[src/rtl/irq_vec_pkg.sv]
package irq_vec_pkg;
  typedef enum logic [1:0] {RET_NEXT = 2'd0, RET_ESC = 2'd1, RET_PFX = 2'd2} ret_sel_e;
  typedef enum logic [1:0] {CLS_PLAIN = 2'd0, CLS_PREFIX = 2'd1, CLS_SEGWR = 2'd2, CLS_WAIT = 2'd3} iclass_e;
  typedef enum logic [2:0] {SRC_NONE, SRC_EXC, SRC_SWI, SRC_STEP, SRC_NMI, SRC_MASK} src_e;
  typedef enum logic [1:0] {ST_IDLE, ST_REQ, ST_ACK} ack_st_e;
  localparam int unsigned TYPE_STEP = 1;
  localparam int unsigned TYPE_NMI  = 2;
endpackage

[src/rtl/irq_nmi_latch.sv]
module irq_nmi_latch (
  input  logic clk_i,
  input  logic rst_ni,
  input  logic nmi_i,
  input  logic clr_i,
  output logic pend_o
);
  logic nmi_q, pend_q;
  logic rise;

  assign rise = nmi_i & ~nmi_q;

  always_ff @(posedge clk_i or negedge rst_ni) begin
    if (!rst_ni) begin
      nmi_q  <= 1'b0;
      pend_q <= 1'b0;
    end else begin
      nmi_q <= nmi_i;
      // a fresh edge outranks a same-cycle clear
      if (rise)       pend_q <= 1'b1;
      else if (clr_i) pend_q <= 1'b0;
    end
  end

  assign pend_o = pend_q;
endmodule

[src/rtl/irq_prio_sel.sv]
module irq_prio_sel
  import irq_vec_pkg::*;
#(
  parameter int unsigned TYPE_W = 8
) (
  input  logic              exc_req_i,
  input  logic [TYPE_W-1:0] exc_type_i,
  input  logic              esc_trap_i,
  input  logic              esc_prefix_i,
  input  logic              swi_req_i,
  input  logic [TYPE_W-1:0] swi_type_i,
  input  logic              trap_flag_i,
  input  iclass_e           iclass_i,
  input  logic              nmi_pend_i,
  input  logic              intr_i,
  input  logic              ie_i,
  output src_e              src_o,
  output logic [TYPE_W-1:0] type_o,
  output ret_sel_e          ret_o
);
  logic step_ok;

  assign step_ok = trap_flag_i & (iclass_i == CLS_PLAIN);

  always_comb begin
    src_o  = SRC_NONE;
    type_o = '0;
    ret_o  = RET_NEXT;
    if (exc_req_i) begin
      src_o  = SRC_EXC;
      type_o = exc_type_i;
      if (esc_trap_i) ret_o = esc_prefix_i ? RET_PFX : RET_ESC;
    end else if (swi_req_i) begin
      src_o  = SRC_SWI;
      type_o = swi_type_i;
    end else if (step_ok) begin
      src_o  = SRC_STEP;
      type_o = TYPE_W'(TYPE_STEP);
    end else if (nmi_pend_i) begin
      src_o  = SRC_NMI;
      type_o = TYPE_W'(TYPE_NMI);
    end else if (intr_i && ie_i) begin
      src_o  = SRC_MASK;
    end
  end
endmodule

[src/rtl/irq_ack_fsm.sv]
module irq_ack_fsm
  import irq_vec_pkg::*;
#(
  parameter int unsigned TYPE_W = 8
) (
  input  logic              clk_i,
  input  logic              rst_ni,
  input  logic              start_i,
  input  logic              ack_i,
  input  logic              vld_i,
  input  logic [TYPE_W-1:0] vec_i,
  output logic              busy_o,
  output logic              req_o,
  output logic              done_o,
  output logic [TYPE_W-1:0] vec_o
);
  ack_st_e st_q, st_d;

  always_comb begin
    st_d = st_q;
    unique case (st_q)
      ST_IDLE: if (start_i) st_d = ST_REQ;
      ST_REQ:  if (ack_i)   st_d = ST_ACK;
      ST_ACK:  if (vld_i)   st_d = ST_IDLE;
      default:              st_d = ST_IDLE;
    endcase
  end

  always_ff @(posedge clk_i or negedge rst_ni) begin
    if (!rst_ni) st_q <= ST_IDLE;
    else         st_q <= st_d;
  end

  assign busy_o = (st_q != ST_IDLE);
  assign req_o  = (st_q == ST_REQ);
  assign done_o = (st_q == ST_ACK) & vld_i;
  assign vec_o  = vec_i;
endmodule

[src/rtl/irq_vec_arb.sv]
module irq_vec_arb
  import irq_vec_pkg::*;
#(
  parameter int unsigned TYPE_W = 8,
  localparam int unsigned ADDR_W = TYPE_W + 2
) (
  input  logic              clk_i,
  input  logic              rst_ni,
  input  logic              boundary_i,
  input  logic              exc_req_i,
  input  logic [TYPE_W-1:0] exc_type_i,
  input  logic              esc_trap_i,
  input  logic              esc_prefix_i,
  input  logic              swi_req_i,
  input  logic [TYPE_W-1:0] swi_type_i,
  input  logic              trap_flag_i,
  input  logic [1:0]        instr_class_i,
  input  logic              nmi_i,
  input  logic              intr_i,
  input  logic              ie_i,
  input  logic              ack_ext_i,
  input  logic [TYPE_W-1:0] ctl_vec_i,
  output logic              inta_req_o,
  input  logic              inta_ack_i,
  input  logic              inta_vld_i,
  input  logic [TYPE_W-1:0] inta_vec_i,
  output logic              take_o,
  output logic [TYPE_W-1:0] type_o,
  output logic [ADDR_W-1:0] tbl_addr_o,
  output logic [1:0]        ret_sel_o
);
  logic              nmi_pend, nmi_clr;
  src_e              src;
  logic [TYPE_W-1:0] sel_type;
  ret_sel_e          sel_ret;
  logic              busy, fsm_done, fire, ext_start;
  logic [TYPE_W-1:0] fsm_vec;

  logic              take_q;
  logic [TYPE_W-1:0] type_q;
  ret_sel_e          ret_q;

  irq_nmi_latch u_nmi (
    .clk_i  (clk_i),
    .rst_ni (rst_ni),
    .nmi_i  (nmi_i),
    .clr_i  (nmi_clr),
    .pend_o (nmi_pend)
  );

  irq_prio_sel #(.TYPE_W(TYPE_W)) u_sel (
    .exc_req_i    (exc_req_i),
    .exc_type_i   (exc_type_i),
    .esc_trap_i   (esc_trap_i),
    .esc_prefix_i (esc_prefix_i),
    .swi_req_i    (swi_req_i),
    .swi_type_i   (swi_type_i),
    .trap_flag_i  (trap_flag_i),
    .iclass_i     (iclass_e'(instr_class_i)),
    .nmi_pend_i   (nmi_pend),
    .intr_i       (intr_i),
    .ie_i         (ie_i),
    .src_o        (src),
    .type_o       (sel_type),
    .ret_o        (sel_ret)
  );

  irq_ack_fsm #(.TYPE_W(TYPE_W)) u_ack (
    .clk_i   (clk_i),
    .rst_ni  (rst_ni),
    .start_i (ext_start),
    .ack_i   (inta_ack_i),
    .vld_i   (inta_vld_i),
    .vec_i   (inta_vec_i),
    .busy_o  (busy),
    .req_o   (inta_req_o),
    .done_o  (fsm_done),
    .vec_o   (fsm_vec)
  );

  // boundaries are dropped while a bus acknowledge is outstanding
  assign fire      = boundary_i & ~busy & (src != SRC_NONE);
  assign ext_start = fire & (src == SRC_MASK) & ack_ext_i;
  assign nmi_clr   = fire & (src == SRC_NMI);

  always_ff @(posedge clk_i or negedge rst_ni) begin
    if (!rst_ni) begin
      take_q <= 1'b0;
      type_q <= '0;
      ret_q  <= RET_NEXT;
    end else begin
      take_q <= 1'b0;
      if (fsm_done) begin
        take_q <= 1'b1;
        type_q <= fsm_vec;
        ret_q  <= RET_NEXT;
      end else if (fire && !ext_start) begin
        take_q <= 1'b1;
        type_q <= (src == SRC_MASK) ? ctl_vec_i : sel_type;
        ret_q  <= sel_ret;
      end
    end
  end

  assign take_o     = take_q;
  assign type_o     = type_q;
  assign tbl_addr_o = {type_q, 2'b00};
  assign ret_sel_o  = ret_q;
endmodule

[config.mk]
export PLATFORM = sky130hd
export DESIGN_NAME = irq_vec_arb
export DESIGN_NICKNAME = d
export VERILOG_FILES = /design/src/rtl/irq_vec_pkg.sv /design/src/rtl/irq_nmi_latch.sv /design/src/rtl/irq_prio_sel.sv /design/src/rtl/irq_ack_fsm.sv /design/src/rtl/irq_vec_arb.sv
export SDC_FILE = /design/constraint.sdc
export NUM_CORES = 1
export LEC_CHECK = 0
export ABC_AREA = 1
export BUFFER_PORTS_ARGS = -buffer_cell sky130_fd_sc_hd__buf_4
export CAP_MARGIN = 10
export CORE_MARGIN = 4
export CORE_UTILIZATION = 39
export DETAILED_ROUTE_END_ITERATION = 10
export PLACE_DENSITY = 0.76
export SLEW_MARGIN = 20
export SYNTH_ARGS = -nofsm -noshare
export SYNTH_HDL_FRONTEND = slang
export SYNTH_SLANG_ARGS = --single-unit
[constraint.sdc]
create_clock -name clk_i -period 1.2 [get_ports clk_i]
set_input_delay 0.36 -clock clk_i [delete_from_list [all_inputs] [get_ports clk_i]]
set_output_delay 0.36 -clock clk_i [all_outputs]
set_load 0.005 [all_outputs]
; ---- Word level (Yosys, flattened, before mapping)
; Cells that the tools add are included.
[totals]
reg_bits = 15
inputBits = 48
[classes]
n_eq_ne = 7
n_mux = 25
bitwise_logic = 10
n_reduce_logical = 10
[ops]
columns = cell, count
row1 = $mux W8, 6
row2 = $mux W2, 9
row3 = $mux W3, 5
row4 = $and A1 B1 Y1, 8
row5 = $eq A3 B3 Y1 const B, 2
row6 = $pmux W2 S3, 1
row7 = $reduce_bool A2 Y1, 3
row8 = $logic_not A2 Y1, 2
row9 = $mux W1, 4
row10 = $ne A2 B2 Y1 const B, 2
row11 = $reduce_and A3 Y1, 1
row12 = $reduce_bool A3 Y1, 1
row13 = $eq A2 B1 Y1 const B, 1
row14 = $eq A2 B2 Y1 const B, 1
row15 = $logic_and A1 B1 Y1, 2
row16 = $ne A2 B1 Y1 const B, 1
row17 = $not A1 Y1, 2
row18 = $logic_not A1 Y1, 1

; ---- Depth between registers and ports, before layout
[depth]
depth_word = 14
mapped_depth = 10

; ---- By module
; Synthesis repeated with hierarchy kept, for this count alone.
[hier_totals]
cells_unflattened = 205
hier_area_um2 = 1305.0
[modules_own_cells]
columns = module, n_inst, cells_each, area_each_um2, seq_area_each_um2
row1 = irq_vec_arb, 1, 127, 845.8, 275.3
row2 = irq_prio_sel, 1, 47, 209.0, 0.0
row3 = irq_ack_fsm, 1, 24, 181.4, 50.0
row4 = irq_nmi_latch, 1, 7, 68.8, 50.0

; ---- Worst setup path before layout
; Ideal clock, no wire load.
[synth_path]
path_type = reg-to-reg
from = register u_ack.st_q[1]
to = register type_q[0], in the netlist type_o[0]
setup_time_ns = 0.117
arrival_time_ns = 1.115
t_required_ns = 1.083
slack_ns = -0.032
stages_incl_launch_ff = 6
path_buffers = 1
period_less_slack_ns = 1.232
path_cell_list = dfrtp_1 nor3b_1 nand3_2 buf_6 nand3_1 nand2_1
[synth_between]
elab_chain_len = 9
word_cells_on_any_way = 12
classes_between = eq/ne: 1 / mux: 1 / bitwise: 6 / reduce/logical: 4
[synth_lines]
columns = element, line
row1 = start: declaration, irq_ack_fsm.sv:17  ; ack_st_e st_q, st_d;
row2 = start signal: assignment, irq_ack_fsm.sv:31  ; else st_q <= st_d;
row3 = $reduce_bool A2 Y1, irq_ack_fsm.sv:34  ; assign busy_o = (st_q != ST_IDLE);
row4 = $not A1 Y1, irq_vec_arb.sv:82  ; assign fire = boundary_i & ~busy & (src != SRC_NONE);
row5 = $and A1 B1 Y1 (2 in a row), irq_vec_arb.sv:82
row6 = $and A1 B1 Y1 (2 in a row), irq_vec_arb.sv:83  ; assign ext_start = fire & (src == SRC_MASK) & ack_ext_i;
row7 = $logic_not A1 Y1, irq_vec_arb.sv:97  ; end else if (fire && !ext_start) begin
row8 = $logic_and A1 B1 Y1, irq_vec_arb.sv:97
row9 = $reduce_bool A2 Y1 (no source line), --
row10 = end signal: assignment, irq_vec_arb.sv:95  ; type_q <= fsm_vec;
row11 = end signal: assignment, irq_vec_arb.sv:99  ; type_q <= (src == SRC_MASK) ? ctl_vec_i : sel_type;
row12 = end: declaration, irq_vec_arb.sv:40  ; logic [TYPE_W-1:0] type_q;
; Parallel ways exist; a longest one is shown, timed or not.
; A chain may end at the register's enable or synchronous reset.

; ---- Worst setup path in the final report
[layout_path]
from = register u_ack.st_q[0]
to = output inta_req_o
[layout_between]
elab_chain_len = 1
[layout_lines]
columns = element, line
row1 = $eq A2 B1 Y1, irq_ack_fsm.sv:35  ; assign req_o = (st_q == ST_REQ);
row2 = end: declaration, irq_vec_arb.sv:23  ; output logic inta_req_o,
; No other way between the ends.

==> flow_summary_export.csv <==
group,metric,value,unit
status,outcome,"complete, but fails checks",
status,violations,"negative setup slack",
power_and_ir_drop,p_leak,1.12,nW
layout,drive_gt1_share,49.8,%
power_and_ir_drop,clockPowerShare,18.1,%
setup_path,crit_path_cell_trace,"inv_2, buf_6, nor2_4, buf_6",
clocking,clockBufferDepth,2,
power_and_ir_drop,powerDensity,789,nW/um^2
timing,setup-violations-final,16,
timing,worst_slack,-192,ps
clocking,clkSinkCount,15,
floorplan,core_area,2780,sq um
logic_synthesis,synthSimpleGateAreaFrac,46.0,%
placement,dpl.hpwl,2.63,mm
logic_synthesis,avgSynthCellArea,6.88,sq um
power_and_ir_drop,power.net_switching,0.000482,W
setup_path,crit_path_end_kind,"output port",
setup_path,crit_buf_inv,3,
timing,fin_crit,1390,ps
min_path,hold_class,"input port to register",
timing,slew_viol_final,0,
routing,drt-initial-drc-count,36,
power_and_ir_drop,intPower,0.00111,W
layout,final_nets,300,
power_and_ir_drop,totalPowerFinal,0.00159,W
layout,areaGrowthSynthToFinish,76.9,%
logic_synthesis,synthMuxAreaShare,0,%
placement,numPortBuffers,67,
clocking,cts_tree,"done",
placement,placed_area,1700,sq um
logic_synthesis,synth-xor-area-share,0,%
layout,n_fill_cell,223,
global_routing,antenna_found_initial,0,
logic_synthesis,synth_top_family_by_area,"simple AND/OR/NAND/NOR gates",
logic_synthesis,synth.area.top_cells,"dfrtp_1 (33%), nand2_1 (21%), nand3_1 (8.8%), buf_4 (7.9%), nand4_1 (4.9%)",
global_routing,overflow,0,
global_routing,track_usage,16.9,%
logic_synthesis,synth_warnings,0,
floorplan,initial_core_util,41.1,%
flow_run,drv_cap,0,
power_and_ir_drop,ir_drop,850,uV
layout,n_antenna_cell,0,
routing,drc_errors,0,
setup_path,worstSetupStartpointType,"register",
logic_synthesis,synth_top_area_share,32.9,%
timing,tns,-1540,ps
timing,hold_violations,0,
setup_path,regToRegStartpoint,"u_ack.st_q[1]",
routing,routed_via_density,4.92,
setup_path,cpPeakStageDelay,370,ps
layout,finish.instance_area,2020,sq um
floorplan,die_w,62.1,microns
timing,rsz0062_at_grt,"yes",
layout,mostFrequentLayoutCell,"buf_4",
floorplan,std_cell_rows,19,
timing,post-route-period-util,116,%
layout,mostFrequentLayoutCells,"buf_4 (71), nand2_1 (62), buf_6 (23), dfrtp_1 (14), nand3_1 (12)",
logic_synthesis,synth_fa_ha_area_share,0,%
setup_path,worstSetupPathType,"register to output port",
floorplan,ioPinCount,70,
routing,wl,3.55,mm
logic_synthesis,synth_seq_area_share,32.9,%
layout,utilization,72.6,%
logic_synthesis,synthesis.area,1140,sq um
routing,drtPass1Iterations,4,
global_routing,grt_max_degree,17,
power_and_ir_drop,combPwrFrac,42.3,%
power_and_ir_drop,p_sw_share,30.2,%
global_routing,grt_pass1_wl,5.55,mm
routing,wl_per_cell,12.6,microns
logic_synthesis,synthesis.instances,166,
clocking,root_buffer,"clkbuf_4",
clocking,numCtsBuffers,3,
clocking,clk_transition_reported_paths,90,ps
setup_path,cpMaxStageDelayCell,"dfrtp_1",
setup_path,crit_path_frequent_cell,"buf_6",
placement,place_congestion,0.784,
setup_path,critPathTopFamily,"flip-flops",
min_path,hp-start,"nmi_i",
floorplan,die_area,3860,sq um
setup_path,crit_required,840,ps
timing,finClkSkew,5.11,ps
power_and_ir_drop,p_seq_share,39.6,%
logic_synthesis,yosysUniqueCellTypes,24,
setup_path,crit_arrival,1030,ps
setup_path,cp-startpoint,"u_ack.st_q[0]",
floorplan,die_h,62.1,microns
clocking,htree_levels,1,
routing,drtAntennaViolNets,0,
global_routing,grt_pass1_vias,1303,
setup_path,path_max_fanout,2,
clocking,clock_latency,280,ps
routing,vias,1388,
timing,fmax,718,MHz
logic_synthesis,synth_compound_area_share,6.02,%
logic_synthesis,ys_ff_latch,15,
logic_synthesis,yosysTopAreaCell,"dfrtp_1",
power groups by stage:
stage / clock network, W / logic (W) / registers [W]
after CTS: 0.000295 / 0.000562 / 0.000618
after detailed placement: 0 / 0.000531 / 0.000626
after global placement: 0 / 0.000522 / 0.000622
after global routing: 0.000310 / 0.000740 / 0.000642
after floorplan: 0 / 0.000253 / 0.000622
final: 0.000289 / 0.000674 / 0.000632
per-stage QoR:
step / hold slack (ps) / worst slack (ps) / std cells
floorplan: 64.4 / 1.31 / 167
global placement: 224 / -194 / 264
detailed placement: 227 / -217 / 264
CTS: 184 / -171 / 274
global route: 180 / -233 / 282
finish: 187 / -192 / 282
path summary, 6_finish.rpt:
path	end	slack (ps)	cells after the start
hold / removal	u_nmi.nmi_q	190	1
setup reg to reg	type_o[2]	-150	6
min in group asynchronous	u_nmi.nmi_q	460	2
hold reg to reg	u_nmi.pend_o	490	3
max in group asynchronous	u_nmi.pend_o	550	2
setup / recovery	inta_req_o	-190	4
layer usage:
| metal | wire length (microns) | track usage, % | part of all wire [%] | vias to the layer above |
|---|---|---|---|---|
| met2 | 1840 | 29.1 | 52 | 57 |
| met3 | 268 | 2.88 | 7.6 | 4 |
| met5 | 0 | 0 | 0 | - |
| met1 | 1400 | 20.9 | 39 | 627 |
| met4 | 40 | 6.23 | 1.1 | 0 |
| li1 | - | - | - | 700 |
state kept, by name, summed over array words and instances, names as in the netlist:
register	count
ret_sel_o	2
take_o	1
type_o	8
u_ack.st_q	2
u_nmi.nmi_q	1
u_nmi.pend_o	1
repair_timing:
item / 4_1_cts / 5_1_grt
pin swaps: 2 / 11
endpoints found under the setup margin: 17 / 30
setup buffers: 5 / 8
endpoints found under the hold margin: 15 / 0
resized for setup: 15 / 30
hold buffers: 1 / 0
cells by family (layout without fill, tap and decap cells):
group                  Yosys count  in the layout
other                            1              2
buffers and inverters           30            114
DFF                             15             15
and+or+nand+nor                110            110
AOI/OAI and AO/OA               10             10
cell type report:
type	instances	area, sq um	share of cell area [%]
Multi-Input combinational cell	122	703	34.8
Clock buffer	4	26.3	1.30
Sequential cell	15	377	18.6
Tap cell	31	38.8	1.92
Timing Repair Buffer	96	822	40.7
Inverter	14	53.8	2.66
synth_stat cells, drive strengths merged:
| cell type | n |
|---|---|
| a21boi | 6 |
| a21oi | 1 |
| buf | 16 |
| clkinv | 1 |
| conb | 1 |
| dfrtp | 15 |
| inv | 13 |
| nand2 | 67 |
| nand3 | 22 |
| nand4 | 11 |
| nor2 | 7 |
| nor3b | 1 |
| nor4 | 1 |
| o21ai | 2 |
| o32ai | 1 |
| or2 | 1 |
(Power assumes the default switching activity.)
